[src/rtl/rsc_pkg.sv]
`timescale 1ns/1ps
package rsc_pkg;
  localparam int unsigned RSC_MEM_DEF   = 9;
  localparam int unsigned RSC_PAR_DEF   = 3;
  localparam int unsigned RSC_STEPS_DEF = 128;
  localparam int unsigned RSC_PACE_DEF  = 512 + 13;
  localparam int unsigned RSC_WORD_W    = 32;

  typedef logic [RSC_WORD_W-1:0] rsc_word_t;

  typedef enum logic {
    SEQ_IDLE = 1'b0,
    SEQ_RUN  = 1'b1
  } seq_mode_e;

  // modulo-2 inner product of a tap mask and a delay line
  function automatic logic tap_sum(input rsc_word_t taps, input rsc_word_t line);
    return ^(taps & line);
  endfunction

  // recursion value: input bit plus feedback sum
  function automatic logic recur_bit(input logic u, input logic fb_sum);
    return u ^ fb_sum;
  endfunction
endpackage

[src/rtl/rsc_step_pacer.sv]
`timescale 1ns/1ps
module rsc_step_pacer #(
  parameter int unsigned STEP_CYCLES = 525
) (
  input  logic clk,
  input  logic rst_n,
  input  logic restart,
  input  logic fire,
  output logic pace_zero
);
  localparam int unsigned PACE_W = (STEP_CYCLES > 2) ? $clog2(STEP_CYCLES) : 1;
  localparam logic [PACE_W-1:0] RELOAD = PACE_W'(STEP_CYCLES - 1);

  logic [PACE_W-1:0] wait_cnt;

  always_ff @(posedge clk or negedge rst_n) begin
    if (!rst_n) begin
      wait_cnt <= '0;
    end else if (restart) begin
      wait_cnt <= '0;
    end else if (fire) begin
      wait_cnt <= RELOAD;
    end else if (wait_cnt != '0) begin
      wait_cnt <= wait_cnt - 1'b1;
    end
  end

  assign pace_zero = (wait_cnt == '0);
endmodule

[src/rtl/rsc_block_seq.sv]
`timescale 1ns/1ps
module rsc_block_seq
  import rsc_pkg::*;
#(
  parameter int unsigned BLK_STEPS  = 128,
  parameter int unsigned TAIL_STEPS = 9,
  parameter int unsigned IDX_W      = $clog2(BLK_STEPS)
) (
  input  logic             clk,
  input  logic             rst_n,
  input  logic             restart,
  input  logic             fire,
  output logic             seq_active,
  output logic [IDX_W-1:0] step_idx,
  output logic             tail_step,
  output logic             last_step
);
  localparam logic [IDX_W-1:0] FIRST_TAIL = IDX_W'(BLK_STEPS - TAIL_STEPS);
  localparam logic [IDX_W-1:0] FINAL_IDX  = IDX_W'(BLK_STEPS - 1);

  seq_mode_e mode;

  always_ff @(posedge clk or negedge rst_n) begin
    if (!rst_n) begin
      mode     <= SEQ_IDLE;
      step_idx <= '0;
    end else if (restart) begin
      mode     <= SEQ_RUN;
      step_idx <= '0;
    end else if (fire) begin
      if (last_step) begin
        mode <= SEQ_IDLE;
      end else begin
        step_idx <= step_idx + 1'b1;
      end
    end
  end

  assign seq_active = (mode == SEQ_RUN);
  assign tail_step  = (step_idx >= FIRST_TAIL);
  assign last_step  = (step_idx == FINAL_IDX);
endmodule

[src/rtl/rsc_cfg_latch.sv]
`timescale 1ns/1ps
module rsc_cfg_latch #(
  parameter int unsigned MEM   = 9,
  parameter int unsigned NPOLY = 4
) (
  input  logic                       clk,
  input  logic                       rst_n,
  input  logic                       capture,
  input  logic [NPOLY*(MEM+1)-1:0]   raw_polys,
  output logic [NPOLY*(MEM+1)-1:0]   held_polys
);
  localparam int unsigned PW = MEM + 1;
  localparam logic [PW-1:0] END_TAPS = {1'b1, {(MEM-1){1'b0}}, 1'b1};

  for (genvar p = 0; p < NPOLY; p++) begin : g_poly
    always_ff @(posedge clk or negedge rst_n) begin
      if (!rst_n) begin
        held_polys[p*PW +: PW] <= END_TAPS;
      end else if (capture) begin
        held_polys[p*PW +: PW] <= raw_polys[p*PW +: PW] | END_TAPS;
      end
    end
  end
endmodule

[src/rtl/rsc_trellis_core.sv]
`timescale 1ns/1ps
module rsc_trellis_core
  import rsc_pkg::*;
#(
  parameter int unsigned MEM     = 9,
  parameter int unsigned NUM_PAR = 3
) (
  input  logic                       clk,
  input  logic                       rst_n,
  input  logic                       restart,
  input  logic                       fire,
  input  logic                       tail_step,
  input  logic                       in_bit,
  input  logic [MEM:0]               fb_poly,
  input  logic [NUM_PAR*(MEM+1)-1:0] par_poly,
  output logic [NUM_PAR:0]           sym_data,
  output logic                       sym_valid,
  output logic [MEM-1:0]             enc_state,
  output logic                       fb_bit
);
  localparam int unsigned PW = MEM + 1;

  logic               sys_bit;
  logic               rec_bit;
  logic [NUM_PAR-1:0] par_next;

  assign fb_bit  = tap_sum(rsc_word_t'(fb_poly[MEM:1]), rsc_word_t'(enc_state));
  assign sys_bit = tail_step ? fb_bit : in_bit;
  assign rec_bit = recur_bit(sys_bit, fb_bit);

  for (genvar j = 0; j < NUM_PAR; j++) begin : g_par
    assign par_next[j] = (par_poly[j*PW] & rec_bit)
                       ^ tap_sum(rsc_word_t'(par_poly[j*PW+1 +: MEM]), rsc_word_t'(enc_state));
  end

  always_ff @(posedge clk or negedge rst_n) begin
    if (!rst_n) begin
      enc_state <= '0;
      sym_data  <= '0;
      sym_valid <= 1'b0;
    end else if (restart) begin
      enc_state <= '0;
      sym_valid <= 1'b0;
    end else if (fire) begin
      enc_state <= {enc_state[MEM-2:0], rec_bit};
      sym_data  <= {par_next, sys_bit};
      sym_valid <= 1'b1;
    end else begin
      sym_valid <= 1'b0;
    end
  end
endmodule

[src/rtl/rsc_encoder.sv]
`timescale 1ns/1ps
module rsc_encoder
  import rsc_pkg::*;
#(
  parameter int unsigned MEM         = RSC_MEM_DEF,
  parameter int unsigned NUM_PAR     = RSC_PAR_DEF,
  parameter int unsigned BLK_STEPS   = RSC_STEPS_DEF,
  parameter int unsigned STEP_CYCLES = RSC_PACE_DEF
) (
  input  logic                       clk,
  input  logic                       rst_n,
  input  logic                       blk_start,
  input  logic                       in_data,
  input  logic                       in_valid,
  output logic                       in_ready,
  input  logic [MEM:0]               cfg_fb,
  input  logic [NUM_PAR*(MEM+1)-1:0] cfg_par,
  output logic [NUM_PAR:0]           sym_data,
  output logic                       sym_valid
);
  localparam int unsigned PW    = MEM + 1;
  localparam int unsigned NPOLY = NUM_PAR + 1;
  localparam int unsigned IDX_W = $clog2(BLK_STEPS);

  // named internal events
  logic                   seq_active;
  logic [IDX_W-1:0]       step_idx;
  logic                   tail_step;
  logic                   last_step;
  logic                   pace_zero;
  logic                   step_elig;
  logic                   step_fire;
  logic [MEM-1:0]         enc_state;
  logic                   fb_bit;
  logic [NPOLY*PW-1:0]    cfg_held;
  logic [MEM:0]           fb_held;
  logic [NUM_PAR*PW-1:0]  par_held;

  assign step_elig = seq_active & pace_zero & ~blk_start;
  assign step_fire = step_elig & (tail_step | in_valid);
  assign in_ready  = step_elig & ~tail_step;

  assign fb_held  = cfg_held[PW-1:0];
  assign par_held = cfg_held[NPOLY*PW-1:PW];

  rsc_cfg_latch #(.MEM(MEM), .NPOLY(NPOLY)) u_cfg (
    .clk       (clk),
    .rst_n     (rst_n),
    .capture   (blk_start),
    .raw_polys ({cfg_par, cfg_fb}),
    .held_polys(cfg_held)
  );

  rsc_step_pacer #(.STEP_CYCLES(STEP_CYCLES)) u_pace (
    .clk      (clk),
    .rst_n    (rst_n),
    .restart  (blk_start),
    .fire     (step_fire),
    .pace_zero(pace_zero)
  );

  rsc_block_seq #(.BLK_STEPS(BLK_STEPS), .TAIL_STEPS(MEM), .IDX_W(IDX_W)) u_seq (
    .clk       (clk),
    .rst_n     (rst_n),
    .restart   (blk_start),
    .fire      (step_fire),
    .seq_active(seq_active),
    .step_idx  (step_idx),
    .tail_step (tail_step),
    .last_step (last_step)
  );

  rsc_trellis_core #(.MEM(MEM), .NUM_PAR(NUM_PAR)) u_core (
    .clk      (clk),
    .rst_n    (rst_n),
    .restart  (blk_start),
    .fire     (step_fire),
    .tail_step(tail_step),
    .in_bit   (in_data),
    .fb_poly  (fb_held),
    .par_poly (par_held),
    .sym_data (sym_data),
    .sym_valid(sym_valid),
    .enc_state(enc_state),
    .fb_bit   (fb_bit)
  );
endmodule

[config.mk]
export PLATFORM = sky130hd
export DESIGN_NAME = rsc_encoder
export DESIGN_NICKNAME = d
export VERILOG_FILES = /design/src/rtl/rsc_pkg.sv /design/src/rtl/rsc_step_pacer.sv /design/src/rtl/rsc_block_seq.sv /design/src/rtl/rsc_cfg_latch.sv /design/src/rtl/rsc_trellis_core.sv /design/src/rtl/rsc_encoder.sv
export SDC_FILE = /design/constraint.sdc
export NUM_CORES = 1
export LEC_CHECK = 0
export BUFFER_PORTS_ARGS = -buffer_cell sky130_fd_sc_hd__buf_2
export CAP_MARGIN = 10
export CORE_ASPECT_RATIO = 1.1
export CORE_MARGIN = 2
export CORE_UTILIZATION = 48
export CTS_BUF_LIST = sky130_fd_sc_hd__clkbuf_16
export DETAILED_ROUTE_END_ITERATION = 10
export PLACE_DENSITY = 0.72
export SKIP_CTS_REPAIR_TIMING = 1
export SLEW_MARGIN = 20
export SYNTH_ARGS = -nofsm -noshare
export SYNTH_HDL_FRONTEND = slang
export SYNTH_SLANG_ARGS = --single-unit
[constraint.sdc]
create_clock -name clk -period 2.75 [get_ports clk]
set_input_delay 0.1375 -clock clk [delete_from_list [all_inputs] [get_ports clk]]
set_output_delay 0.1375 -clock clk [all_outputs]
set_load 0.05 [all_outputs]
# Word level (Yosys, flattened, before mapping)
# Index checks and enable logic that the tools add are counted.
totals:
  ff_bits: 64
  latch_bits: 0
  mem_bits_rw: 0
  mem_bits_ro: 0
  input_bits: 45
  memories: 0
classes:
  addsub: 2
  n_mul: 0
  n_div: 0
  order_cmp: 1
  eq_ne: 2
  n_shift: 0
  mux: 14
  n_bitwise: 15
  reduce_logical: 12
ops:
  columns: ["operator", "n"]
  rows:
  - ["$reduce_xor A32 Y1", 4]
  - ["$and A9 B9 Y9", 4]
  - ["$mux W10", 3]
  - ["$mux W7", 3]
  - ["$mux W9", 2]
  - ["$logic_not A10 Y1", 1]
  - ["$reduce_bool A10 Y1", 1]
  - ["$sub A10 B1 Y10 const B", 1]
  - ["$add A7 B1 Y7 const B", 1]
  - ["$eq A7 B7 Y1 const B", 1]
  - ["$ge A7 B7 Y1 const B", 1]
  - ["$mux W1", 6]
  - ["$reduce_and A2 Y1", 3]
  - ["$and A1 B1 Y1", 4]
  - ["$reduce_bool A2 Y1", 2]
  - ["$xor A1 B1 Y1", 4]
  - ["$reduce_bool A3 Y1", 1]
  - ["$ne A2 B2 Y1 const B", 1]
  - ["$not A1 Y1", 2]
  - ["$or A1 B1 Y1", 1]

# Longest topological paths before layout
depth:
  word_depth: 6
  depth_mapped: 9

# Hierarchy
# From an unflattened synthesis, not the netlist that was laid out.
hier_totals:
  hier_cells: 306
  hier_area_um2: 3562.2
by_module_without_submodules:
  columns: ["module", "instances", "cells_each", "area_each_um2", "seq_area_each_um2"]
  rows:
  - ["rsc_cfg_latch", 1, 77, 1408.9, 800.8]
  - ["rsc_trellis_core", 1, 118, 1058.5, 350.3]
  - ["rsc_step_pacer", 1, 62, 593.1, 250.2]
  - ["rsc_block_seq", 1, 45, 467.9, 200.2]
  - ["rsc_encoder", 1, 4, 33.8, 0.0]

# Least setup slack after synthesis
# Ideal clock, no wire load.
synth_path:
  path_kind: "reg-to-output"
  startpoint: "register u_pace.wait_cnt[0]"
  endpoint: "output port in_ready"
  arrival_time_ps: 2064
  required_time_ps: 2612
  path_slack_ps: 549
  path_stages_with_launch: 7
  path_buffers: 1
  cell_sequence: "dfrtp_1 > inv_1 > ha_1 > or3b_2 > nor4_4 > buf_2 > and4b_1"
synth_between:
  elab_chain_cells: 4
synth_lines:
  columns: ["item", "line_no", "text"]
  rows:
  - ["from (decl)", "rsc_step_pacer.sv:14", "logic [PACE_W-1:0] wait_cnt;"]
  - ["from (signal assigned)", "rsc_step_pacer.sv:24", "wait_cnt <= wait_cnt - 1'b1;"]
  - ["$logic_not A10 Y1", "rsc_step_pacer.sv:28", "assign pace_zero = (wait_cnt == '0);"]
  - ["$and A1 B1 Y1 (2 in a row)", "rsc_encoder.sv:39", "assign step_elig = seq_active & pace_zero & ~blk_start;"]
  - ["$and A1 B1 Y1", "rsc_encoder.sv:41", "assign in_ready = step_elig & ~tail_step;"]
  - ["to (decl)", "rsc_encoder.sv:15", "output logic in_ready,"]
# No other way between the ends.

# Final worst setup path
# Same ends and word-level chain as after synthesis.

==> qor.yml <==
synthFlopType: "dfrtp_1"
setup_tns_ns: 0
drt_first_pass_iters: 4
hold_violations: 0
drt-total-wl_um: 6283
drt-initial-drc-count: 206
crit_fanout: 10
cts_buffers: 9
start_util_pct: 48.98
vias: 2259
synth_edf_count: 0
numClockSinks: 64
hp-class: "input port to flip-flop"
synth.avg_cell_area_um2: 10.82
antenna_left: 0
dpl_cell_area_mm2: 0.003512
drcViolationCount: 0
drv_cap: 0
grt_max_degree: 33
grt_pass1_vias: 2236
synth_area_mm2: 0.003192
final_cell_area_mm2: 0.003819
critPathCaptureType: "primary output"
drt-vias-per-instance: 5.266
portBuffers: 42
synth_most_common_cell: "dfrtp_1"
p_leak_nw: 1.630
crit_type: "flip-flop to primary output"
drive_gt1_share_pct: 29.97
fin_nets: 389
tritoncts: "done"
synth_top_family_by_area: "simple AND/OR/NAND/NOR gates"
grt-ovfl-total: 0
htreeDepth: 3
core_area_mm2: 0.006516
peakVddDrop_mv: 0.6390
synthArstFlopShare_pct: 100.0
row_count: 31
max_slew_margin_pct: 53.30
status: "finished clean"
grt.total_usage_pct: 19.19
post_drt_wl_per_cell_um: 14.65
slew_violations: 0
clock.fmax_ghz: 0.3858
worst-endpoint-required_ns: 2.61
yosys.area_share.adder_pct: 0.7840
synth_top_cell_area_share_pct: 50.18
num-fill-cells: 541
place_congestion: 0.7351
synth_nets: 342
die_h_um: 89.53
cp_data_arrival_time_ns: 2.45
worstSkewPairLatency_ns: 0.33
skew_ns: 0.006569
total_power_mw: 3.294
setup_viol: 0
final.period_utilization_pct: 94.25
yosys-mux-area-fraction_pct: 11.92
clk_pin_slew_ns: 0.06
rsz0062_at_grt: "no"
synthSimpleGateAreaFrac_pct: 15.68
synth_compound_area_share_pct: 6.233
die_x_um: 81.75
worstMarginPinSlew_ns: 0.7005
clock_path_buffers: 2
cp-start-kind: "flip-flop"
synth-seq-cells: 64
design.die.area_mm2: 0.007319
dp_hpwl_um: 4302
min_period_ns: 2.592
diodes: 0
area_delta_synth_final_pct: 19.64
cellPowerDensity_mw_per_mm2: 862.5
yosysSeqAreaShare_pct: 50.18
antenna_found_initial: 0
synth_xor_area_share_pct: 13.17
pin_count: 51
synth_common_cells: "dfrtp_1 (64), nand2_1 (45), mux2_2 (32)"
ys_top_cells_by_area: "dfrtp_1 (50%), mux2_2 (11%), xnor2_1 (7.4%)"
yosys.area.top_type: "dfrtp_1"
ys_warn_count: 0
grt_pass1_wl_um: 10270
ys_types: 33
netlist_instances: 295
ctsRootBufferMaster: "clkbuf_16"
area by class of cell:
cell class	count	area [um2]	area share, %
flip-flops and latches	64	1602	41.94
multi-input cells	215	1525	39.94
repair buffers	50	285.3	7.471
inverters	2	7.507	0.1966
clock inverters	7	71.32	1.868
well taps	82	102.6	2.687
clock buffers	9	225.2	5.898
layer usage:
| metal | routed length [um] | track usage (%) | up-vias |
|---|---|---|---|
| met2 | 3151 | 31.56 | 47 |
| met3 | 325 | 6.768 | 11 |
| met5 | 0 | 0 | - |
| met4 | 181 | 10.15 | 0 |
| met1 | 2624 | 21.95 | 1088 |
| li1 | - | - | 1113 |
state kept, by name, summed over array words and instances (netlist names):
register / flops
u_seq.step_idx: 7
u_core.sym_data: 4
u_seq.seq_active: 1
u_core.sym_valid: 1
u_core.enc_state: 9
u_cfg.held_polys: 32
u_pace.wait_cnt: 10
power breakdown:
group,switching [mW],internal [mW]
combinational,0.564,0.397
sequential,0.116,1.09
clock,0.427,0.700
worst paths after layout:
path                                      start                    to  slack (ns)  depth (start not counted)
min                                   cfg_fb[1]   u_cfg.held_polys[1]        0.03                          2
max in group asynchronous                 rst_n    u_pace.wait_cnt[1]        1.81                          3
min reg2reg                u_cfg.held_polys[36]  u_cfg.held_polys[36]        0.51                          1
max reg2reg                  u_pace.wait_cnt[0]    u_core.sym_data[1]        0.39                          9
min in group asynchronous                 rst_n   u_cfg.held_polys[4]        0.24                          2
max                          u_pace.wait_cnt[0]              in_ready        0.16                          7
cell usage in the layout, fill, tap and decap left out, types with 2 or more instances in the layout:
cell and count:
a21oi_1 16, buf_4 6, ha_1 2, a21o_1 5, dfrtp_1 64, nor3b_1 2, clkinvlp_4 2, o21ai_0 9
clkbuf_16 9, mux2_2 32, nand3_1 7, buf_2 42, mux2i_1 2, nor2_1 27, inv_1 2, a31oi_1 3
xnor2_1 27, nor3_1 12, xnor3_1 4, nand2_1 45, xor2_1 8
through the flow:
step	std cells	setup slack [ns]	hold WS [ns]	util, %
detailed placement	412	0.4108	0.06188	53.90
floorplan	295	0.5488	-0.1581	-
finish	429	0.1582	0.03133	58.60
global route	429	0.02219	0.02579	58.60
global placement	412	0.5179	0.05431	53.90
CTS	428	0.1340	-0.2950	58.45
logic make-up after synthesis:
group | Yosys count
AOI/OAI and AO/OA | 35
xor gates and xnor gates | 40
adders and majority gates | 2
buffers and inverters | 16
DFF | 64
muxes | 34
and+or+nand+nor | 104
critical path, cell delays in order (launching register included):
cell and delay [ns]:
dfrtp_1 0.39, inv_1 0.09, ha_1 0.19, or3b_2 0.52, nor4_4 0.22, buf_4 0.23, and4b_1 0.21, buf_2 0.26
Note: power is estimated with default switching activity, not from simulation.
